### src/rtl/i2cTgtPkg.sv
package i2cTgtPkg;
  localparam int BYTE_W = 8;

  typedef enum logic [3:0] {
    S_IDLE, S_ADDR, S_ADDR_ACK_W, S_ADDR_ACK_R, S_PTR, S_PTR_ACK,
    S_WDATA, S_WDATA_ACK, S_RDATA, S_RDATA_ACK
  } tgtStateT;

  typedef struct packed {
    logic shiftRx;
    logic loadPtr;
    logic incPtr;
    logic loadTx;
    logic driveAck;
    logic driveBit;
    logic relSda;
    logic wrEn;
    logic rdEn;
  } tgtStrobeT;
endpackage

### src/rtl/i2cTgtDatapath.sv
module i2cTgtDatapath
  import i2cTgtPkg::*;
#(
  parameter int PTR_W = 8,
  parameter int SYNC_STAGES = 2,
  parameter logic [6:0] ADDR_HI = 7'h1D,
  parameter logic [6:0] ADDR_LO = 7'h53
) (
  input  logic              clk,
  input  logic              rstN,
  input  logic              sclIn,
  input  logic              sdaIn,
  input  logic              addrSel,
  input  tgtStrobeT         stb,
  input  logic [BYTE_W-1:0] regRdData,
  output logic              sclRise,
  output logic              sclFall,
  output logic              startDet,
  output logic              stopDet,
  output logic              sdaBit,
  output logic [BYTE_W-1:0] rxByte,
  output logic              addrHit,
  output logic [PTR_W-1:0]  ptr,
  output logic              sdaOe
);
  logic [SYNC_STAGES-1:0] sclSync, sdaSync;
  logic sclPrev, sdaPrev, sclS;
  logic [BYTE_W-1:0] txByte;
  logic [6:0] ownAddr;

  always_ff @(posedge clk or negedge rstN) begin
    if (!rstN) begin
      sclSync <= '1;
      sdaSync <= '1;
      sclPrev <= 1'b1;
      sdaPrev <= 1'b1;
    end else begin
      sclSync <= {sclSync[SYNC_STAGES-2:0], sclIn};
      sdaSync <= {sdaSync[SYNC_STAGES-2:0], sdaIn};
      sclPrev <= sclSync[SYNC_STAGES-1];
      sdaPrev <= sdaSync[SYNC_STAGES-1];
    end
  end

  assign sclS     = sclSync[SYNC_STAGES-1];
  assign sdaBit   = sdaSync[SYNC_STAGES-1];
  assign sclRise  = sclS & ~sclPrev;
  assign sclFall  = ~sclS & sclPrev;
  assign startDet = sclS & sclPrev & sdaPrev & ~sdaBit;
  assign stopDet  = sclS & sclPrev & ~sdaPrev & sdaBit;

  assign ownAddr = addrSel ? ADDR_HI : ADDR_LO;
  assign addrHit = (rxByte[7:1] == ownAddr);

  always_ff @(posedge clk or negedge rstN) begin
    if (!rstN) begin
      rxByte <= '0;
      txByte <= '0;
      ptr    <= '0;
      sdaOe  <= 1'b0;
    end else begin
      if (stb.shiftRx) rxByte <= {rxByte[BYTE_W-2:0], sdaBit};
      if (stb.loadPtr) ptr <= PTR_W'(rxByte);
      else if (stb.incPtr) ptr <= ptr + 1'b1;
      if (stb.loadTx) txByte <= regRdData;
      else if (stb.driveBit) txByte <= {txByte[BYTE_W-2:0], 1'b0};
      if (stb.relSda) sdaOe <= 1'b0;
      else if (stb.driveAck) sdaOe <= 1'b1;
      else if (stb.driveBit) sdaOe <= ~txByte[BYTE_W-1];
    end
  end

  // the open-drain enable moves only while the synchronised SCL is low
  a_r8_sda_moves_scl_low: assert property (@(posedge clk) disable iff (!rstN)
    !$stable(sdaOe) |-> !$past(sclS));
endmodule

### src/rtl/i2cTgtControl.sv
module i2cTgtControl
  import i2cTgtPkg::*;
(
  input  logic      clk,
  input  logic      rstN,
  input  logic      sclRise,
  input  logic      sclFall,
  input  logic      startDet,
  input  logic      stopDet,
  input  logic      sdaBit,
  input  logic      rxRw,
  input  logic      addrHit,
  output tgtStrobeT stb
);
  tgtStateT state, stateN;
  logic [3:0] bitCnt, bitCntN;
  logic ackSeen, ackSeenN;
  logic byteDone;

  assign byteDone = sclFall && (bitCnt == 4'd8);

  always_comb begin
    stb      = '0;
    stateN   = state;
    bitCntN  = bitCnt;
    ackSeenN = ackSeen;
    if (startDet) begin
      stateN     = S_ADDR;
      bitCntN    = '0;
      stb.relSda = 1'b1;
    end else if (stopDet) begin
      stateN     = S_IDLE;
      stb.relSda = 1'b1;
    end else begin
      unique case (state)
        S_ADDR, S_PTR, S_WDATA: begin
          if (sclRise) begin
            stb.shiftRx = 1'b1;
            bitCntN     = bitCnt + 1'b1;
          end else if (byteDone) begin
            bitCntN = '0;
            if (state == S_ADDR) begin
              if (!addrHit) begin
                stateN     = S_IDLE;
                stb.relSda = 1'b1;
              end else if (rxRw) begin
                stb.driveAck = 1'b1;
                stb.rdEn     = 1'b1;
                stb.loadTx   = 1'b1;
                stateN       = S_ADDR_ACK_R;
              end else begin
                stb.driveAck = 1'b1;
                stateN       = S_ADDR_ACK_W;
              end
            end else if (state == S_PTR) begin
              stb.loadPtr  = 1'b1;
              stb.driveAck = 1'b1;
              stateN       = S_PTR_ACK;
            end else begin
              stb.wrEn     = 1'b1;
              stb.incPtr   = 1'b1;
              stb.driveAck = 1'b1;
              stateN       = S_WDATA_ACK;
            end
          end
        end
        S_ADDR_ACK_W, S_PTR_ACK, S_WDATA_ACK: begin
          if (sclFall) begin
            stb.relSda = 1'b1;
            bitCntN    = '0;
            stateN     = (state == S_ADDR_ACK_W) ? S_PTR : S_WDATA;
          end
        end
        S_ADDR_ACK_R: begin
          if (sclFall) begin
            stb.driveBit = 1'b1;
            bitCntN      = '0;
            stateN       = S_RDATA;
          end
        end
        S_RDATA: begin
          if (sclRise) bitCntN = bitCnt + 1'b1;
          else if (byteDone) begin
            stb.relSda = 1'b1;
            stb.incPtr = 1'b1;
            ackSeenN   = 1'b0;
            stateN     = S_RDATA_ACK;
          end else if (sclFall) stb.driveBit = 1'b1;
        end
        S_RDATA_ACK: begin
          if (sclRise && !sdaBit) begin
            ackSeenN   = 1'b1;
            stb.rdEn   = 1'b1;
            stb.loadTx = 1'b1;
          end else if (sclFall) begin
            bitCntN = '0;
            if (ackSeen) begin
              stb.driveBit = 1'b1;
              stateN       = S_RDATA;
            end else begin
              stb.relSda = 1'b1;
              stateN     = S_IDLE;
            end
          end
        end
        default: ;
      endcase
    end
  end

  always_ff @(posedge clk or negedge rstN) begin
    if (!rstN) begin
      state   <= S_IDLE;
      bitCnt  <= '0;
      ackSeen <= 1'b0;
    end else begin
      state   <= stateN;
      bitCnt  <= bitCntN;
      ackSeen <= ackSeenN;
    end
  end

  // a register access is either a store or a fetch, never both
  a_r4_one_access: assert property (@(posedge clk) disable iff (!rstN)
    $onehot0({stb.wrEn, stb.rdEn}));
  // a STOP always lands the sequencer in idle
  a_r8_stop_idle: assert property (@(posedge clk) disable iff (!rstN)
    stopDet |=> (state == S_IDLE));
  // a foreign address ends the transfer at the acknowledge slot
  a_r3_miss_idle: assert property (@(posedge clk) disable iff (!rstN)
    (state == S_ADDR && byteDone && !addrHit && !startDet && !stopDet)
      |=> (state == S_IDLE));
endmodule

### src/rtl/i2cRegTarget.sv
module i2cRegTarget
  import i2cTgtPkg::*;
#(
  parameter int PTR_W = 8,
  parameter int SYNC_STAGES = 2,
  parameter logic [6:0] ADDR_HI = 7'h1D,
  parameter logic [6:0] ADDR_LO = 7'h53
) (
  input  logic             clk,
  input  logic             rstN,
  input  logic             sclIn,
  input  logic             sdaIn,
  input  logic             addrSel,
  output logic             sdaDriveLow,
  output logic [PTR_W-1:0] regAddr,
  output logic [7:0]       regWrData,
  output logic             regWrEn,
  output logic             regRdEn,
  input  logic [7:0]       regRdData
);
  tgtStrobeT stb;
  logic sclRise, sclFall, startDet, stopDet, sdaBit, addrHit;
  logic [BYTE_W-1:0] rxByte;

  i2cTgtDatapath #(
    .PTR_W(PTR_W), .SYNC_STAGES(SYNC_STAGES), .ADDR_HI(ADDR_HI), .ADDR_LO(ADDR_LO)
  ) dpath_i (
    .clk(clk), .rstN(rstN), .sclIn(sclIn), .sdaIn(sdaIn), .addrSel(addrSel),
    .stb(stb), .regRdData(regRdData), .sclRise(sclRise), .sclFall(sclFall),
    .startDet(startDet), .stopDet(stopDet), .sdaBit(sdaBit), .rxByte(rxByte),
    .addrHit(addrHit), .ptr(regAddr), .sdaOe(sdaDriveLow)
  );

  i2cTgtControl ctrl_i (
    .clk(clk), .rstN(rstN), .sclRise(sclRise), .sclFall(sclFall),
    .startDet(startDet), .stopDet(stopDet), .sdaBit(sdaBit), .rxRw(rxByte[0]),
    .addrHit(addrHit), .stb(stb)
  );

  assign regWrData = rxByte;
  assign regWrEn   = stb.wrEn;
  assign regRdEn   = stb.rdEn;

  // every stored byte is acknowledged in the following clock
  a_r4_store_acked: assert property (@(posedge clk) disable iff (!rstN)
    regWrEn |=> sdaDriveLow);
endmodule

### config.mk
export PLATFORM = sky130hd
export DESIGN_NAME = i2cRegTarget
export DESIGN_NICKNAME = d
export VERILOG_FILES = /design/src/rtl/i2cTgtPkg.sv /design/src/rtl/i2cTgtDatapath.sv /design/src/rtl/i2cTgtControl.sv /design/src/rtl/i2cRegTarget.sv
export SDC_FILE = /design/constraint.sdc
export NUM_CORES = 1
export LEC_CHECK = 0
export ABC_AREA = 0
export BUFFER_PORTS_ARGS = -buffer_cell sky130_fd_sc_hd__buf_2
export CORE_ASPECT_RATIO = 0.75
export CORE_UTILIZATION = 40
export CTS_BUF_LIST = sky130_fd_sc_hd__clkbuf_16
export DETAILED_ROUTE_END_ITERATION = 8
export GPL_TIMING_DRIVEN = 0
export MAX_ROUTING_LAYER = met4
export SYNTH_ARGS = -nofsm -noshare
export SYNTH_HDL_FRONTEND = slang
export SYNTH_SLANG_ARGS = --single-unit
### constraint.sdc
create_clock -name clk -period 5.05 [get_ports clk]
set_clock_uncertainty 0.15 [all_clocks]
set_input_delay 1.01 -clock clk [delete_from_list [all_inputs] [get_ports clk]]
set_output_delay 1.01 -clock clk [all_outputs]
set_load 0.1 [all_outputs]
======== Word-level counts from Yosys, hierarchy flattened ========
Cells that the tools add are included.
operators by class
  add/subtract/negate cells ............... 2
  eq/ne operators ......................... 26
  mux-type cells .......................... 78
  bitwise logic cells ..................... 14
  reduce and logical (&&, ||, !) cells .... 15
operators by type and width
  kind                 number
  $mux 4               20
  $mux 8               4
  $mux 1               29
  $ne 4x1->1 const B   6
  $mux 2               11
  $pmux 4 s5           1
  $eq 4x3->1 const B   4
  $pmux 4 s4           1
  $eq 4x4->1 const B   3
  $mux 6               2
  $mux 3               3
  $reduce_and 9->1     1
  $add 8x1->8 const B  1
  $eq 4x2->1 const B   2
  $ne 4x4->1 const B   2
  $pmux 1 s2           4
  $and 1x1->1          7
  $eq 7x7->1           1
  $mux 7               1
  $not 1->1            7
  $reduce_bool 7->1    1
  $ne 2x1->1 const B   3
  $reduce_and 6->1     1
  $reduce_bool 2->1    3
  15 further kinds     17
storage, ports and cells
  bits in registers ....................... 40
  bits of input ports ..................... 13

======== Logic depth before layout (Yosys ltp) ========
  depth after elaboration ................. 12
  gate-level depth with buffers ........... 8
  depth with buffers taken out ............ 7

======== By module ========
From an unflattened synthesis, not the netlist that was laid out.
second synthesis, totals
  cell total of the unflattened synthesis .. 246
  area total of the unflattened synthesis .. 2357.3 µm²
modules (own cells, without submodules)
  module          instances  cells each  area each (µm²)  seq. area each (µm²)
  i2cTgtDatapath  1          121         1372.6           783.3
  i2cTgtControl   1          125         984.7            225.2

======== Worst setup path after synthesis ========
No wires, ideal clock.
  kind .................................... register to output
  from .................................... register ctrl_i.bitCnt[0]
  to ...................................... output regWrEn
  data arrival time ....................... 3.782 ns
  required time ........................... 3.890 ns
  path slack .............................. 0.108 ns
  cell stages (with the launch flop) ...... 5
  path buffers ............................ 0
  cells stage by stage .................... dfrtp_1 > inv_1 > ha_1 > nand3b_1 > nor4_1
between the ends
  cells in the longest elaborated chain, start to end .. 7
ends and longest elaborated chain
  what                    RTL line              source
  from (decl)             i2cTgtControl.sv:16   logic [3:0] bitCnt, bitCntN;
  from (signal assigned)  i2cTgtControl.sv:118  bitCnt <= bitCntN;
  $eq 4x4->1              i2cTgtControl.sv:20   assign byteDone = sclFall && (bitCnt == 4'd8);
  $logic_and 1x1->1       i2cTgtControl.sv:20
  $mux 3                  i2cTgtControl.sv:40   end else if (byteDone) begin
  $mux 3                  i2cTgtControl.sv:37   if (sclRise) begin
  $mux 1                  i2cTgtControl.sv:35   unique case (state)
  $mux 2                  i2cTgtControl.sv:31   end else if (stopDet) begin
  $mux 2                  i2cTgtControl.sv:27   if (startDet) begin
  to (decl)               i2cRegTarget.sv:17    output logic regWrEn,
No other way between the ends.

======== Final worst setup path ========
  from .................................... input addrSel
  to ...................................... output regRdEn
between the ends
  cells in the longest elaborated chain, start to end .. 9
ends and longest elaborated chain
  what         RTL line              source
  from (decl)  i2cRegTarget.sv:13    input logic addrSel,
  $mux 7       i2cTgtDatapath.sv:52  assign ownAddr = addrSel ? ADDR_HI : ADDR_LO;
  $eq 7x7->1   i2cTgtDatapath.sv:53  assign addrHit = (rxByte[7:1] == ownAddr);
  $mux 1       i2cTgtControl.sv:43   if (!addrHit) begin
  $mux 1       i2cTgtControl.sv:42   if (state == S_ADDR) begin
  $mux 3       i2cTgtControl.sv:40
  $mux 3       i2cTgtControl.sv:37
  $pmux 1 s2   i2cTgtControl.sv:35
  $mux 2       i2cTgtControl.sv:31
  $mux 2       i2cTgtControl.sv:27
  to (decl)    i2cRegTarget.sv:18    output logic regRdEn,
No other way between the ends.

==> out/qor.yml <==
floorplanning:
  fp.coreArea_mm2: 0.005826
  die_w_um: 91.67
  dieArea_mm2: 0.006349
  pin_count: 32
  initial_core_util: 0.4141
  std_cell_rows: 24
  die_height_um: 69.26
detailed_routing:
  dr.pass1.iters: 4
  routedWlPerCell_um: 15.82
  drtIter0Drc: 186
  vias: 2051
  drt-vias-per-instance: 5.697
  drt-total-wl_um: 5695
  drtAntennaViolNets: 0
  drc: 0
cells_and_area:
  antennaDiodeCount: 0
  nNetsFinal: 297
  multi_input_area_mm2: 0.001306
  area_growth_pct: 17.58
  design_area_mm2: 0.002836
  finish.utilization: 0.4869
  seqCellArea_mm2: 0.001008
  final_cell_mix: "buf_2 (37), dfrtp_1 (34), nand2_1 (24)"
  drive_above_1_share: 0.2695
  mostFrequentLayoutCell: "buf_2"
  n_fill_cell: 561
worst_setup_path:
  startpoint_type: "input pin"
  worstPathArrival_ps: 2940
  reg2reg_depth: 7
  crit_family: "simple AND/OR/NAND/NOR gates"
  path_cells: "buf_2, or4b_1, mux2i_1, and4_1, or2_1, buf_2, buf_2"
  end_kind: "output port"
  crit_path_max_incr_delay_ps: 500
  worstReg2RegEnd: "dpath_i.txByte[3]$_DFFE_PN0P_"
  crit_top_cell: "buf_2"
  rr_startpoint: "ctrl_i.bitCnt[0]$_DFFE_PN0P_"
  cp_max_fo: 9
  critPathBufInv: 3
  critPathKind: "input pin to output port"
  regToRegSetupSlack_ps: 2510
  worstPathRequired_ps: 3890
  crit_path_top_delay_cell: "or4b_1"
synthesis:
  ys_seq_area_frac: 0.4180
  synthCells: 243
  ys_seq_elements: 40
  synth-edff-count: 0
  synth_flop_cell: "dfrtp_1"
  synth_fp_nets: 259
  async_reset_ff_frac: 1.000
  synth_area_per_cell_um2: 9.927
  synth_cell_types: 63
  yosys_warnings: 0
  netlist_area_mm2: 0.002412
clocking:
  cts.htree.levels: 2
  clkSlewWorstSetupHoldPaths_ps: 60
  numCtsBuffers: 5
  cts_root_buf: "clkbuf_16"
  clock-sinks: 40
  post_cts_buffers: 0
  insertion_delay_ps: 290
  clock_path_buffers: 2
  cts_tree: "built"
  postCtsHoldBufs: 0
  cts.repair.resized: 0
sta:
  slew_headroom: 0.4044
  rsz0062_at_grt: "no"
  fin_crit_sh: 0.8117
  hold_viol: 0
  slew_violations: 0
  fmax_mhz: 244.0
  finalSetupTns_ps: 0
  tightest_slew_ps: 893.4
  min_period_ps: 4099
  finalSetupViolCount: 0
grt:
  grt_pass1_wl_um: 9446
  overflow: 0
  antenna_found_initial: 0
  first_global_vias: 1886
  grt_max_degree: 41
  grtUsageTotal: 0.1967
power_and_ir_drop:
  vdd_drop_max_mv: 0.4794
  power_density_mw_per_mm2: 555.3
  leakage_nw: 1.249
min_path:
  hold_end: "dpath_i.sclSync[1]$_DFF_PN1_"
  min_from: "dpath_i.sclSync[0]$_DFF_PN1_"
  worstHoldPathType: "flop to flop"
  hold_depth: 0
placement:
  place.gp.congestion: 0.8966
  hpwl_um: 4076
  postPlaceCellArea_mm2: 0.002665
  portBuffers: 31
job:
  cap_violations: 0
run_status:
  status: "complete, no violations"
-- cell type report --
class	instances	area share
tap	78	0.03441
multi-input combinational	183	0.4605
clock inverter	3	0.01632
buffer	12	0.02382
timing repair buffer	31	0.05470
sequential	40	0.3555
inverter	8	0.01059
clock buffer	5	0.04411
-- how the worst max path moves through the flow --
| stage | from | end | slack, ps | depth (start not counted) |
|---|---|---|---|---|
| 2_1_floorplan | ctrl_i.bitCnt[0]$_DFFE_PN0P_ | regWrEn | 110 | 4 |
| 3_3_place_gp | addrSel | regRdEn | 960 | 7 |
| 3_5_place_dp | addrSel | regRdEn | 940 | 7 |
| 4_1_cts | addrSel | regRdEn | 940 | 7 |
| 5_1_grt | addrSel | regRdEn | 810 | 7 |
| 6_report | addrSel | regRdEn | 950 | 7 |
-- per-stage QoR --
stage                     total power, mW  setup slack, ps  cells  hold WS, ps
after global routing                1.660            807.3    360        206.7
after floorplan                     1.053            107.5    243        195.2
after global placement              1.200            962.0    352        195.7
after CTS                           1.578            940.2    360        205.8
final                               1.575            950.8    360        205.6
after detailed placement            1.203            935.8    352        196.8
-- flip-flops by register name, indices dropped and copies added (netlist names) --
name,cells
dpath_i.txByte,8
ctrl_i.ackSeen,1
dpath_i.sclPrev,1
dpath_i.sdaSync,2
ctrl_i.bitCnt,4
ctrl_i.state,4
dpath_i.ptr,8
dpath_i.sdaPrev,1
dpath_i.sdaOe,1
dpath_i.sclSync,2
dpath_i.rxByte,8
-- cells by family (layout without fill, tap and decap cells) --
kind of cell    Yosys count  count (layout)  share of synthesized area
compound gates           62              62                     0.1940
flops                    40              40                     0.4181
fa+ha+maj                 3               3                    0.01556
simple gates             99              99                     0.2500
xor+xnor                  4               4                    0.01453
buf+inv                  20              59                    0.04045
mux                      15              15                    0.06743
-- synthesized netlist by cell type, types with 4 or more instances --
master	count	share of area
dfrtp_1	34	0.35
a221o_1	7	0.029
mux2_2	9	0.042
nor4_1	4	0.010
and2_1	10	0.026
o21ai_0	6	0.012
nor2_1	12	0.019
a211oi_1	4	0.012
nor2b_1	6	0.016
nand3_1	4	0.0083
dfstp_2	6	0.065
buf_2	6	0.012
mux2i_1	5	0.021
a21oi_1	11	0.023
nor3_1	6	0.012
a31oi_1	4	0.010
o21ai_1	5	0.010
inv_1	8	0.012
nand2_1	24	0.037
-- routing by layer --
metal | vias to the layer above | routed length [um] | track usage
li1 | 991 | - | -
met1 | 984 | 2814 | 0.2879
met2 | 71 | 2419 | 0.2648
met3 | 5 | 388 | 0.03947
met4 | 0 | 73 | 0.07760
met5 | - | 0 | -
-- worst register-to-register path: stages (launching register included) --
cell and delay [ps]:
dfrtp_1 350, inv_1 100, ha_1 230, nand3b_1 340
nor2_1 160, and4_1 210, nor3_1 660, a221o_1 280
-- power breakdown --
group | internal (mW) | switching [mW] | leakage (nW)
registers | 0.395 | 0.0774 | 0.519
logic | 0.238 | 0.495 | 0.649
clock network | 0.235 | 0.134 | 0.0804
(Power assumes the default switching activity.)
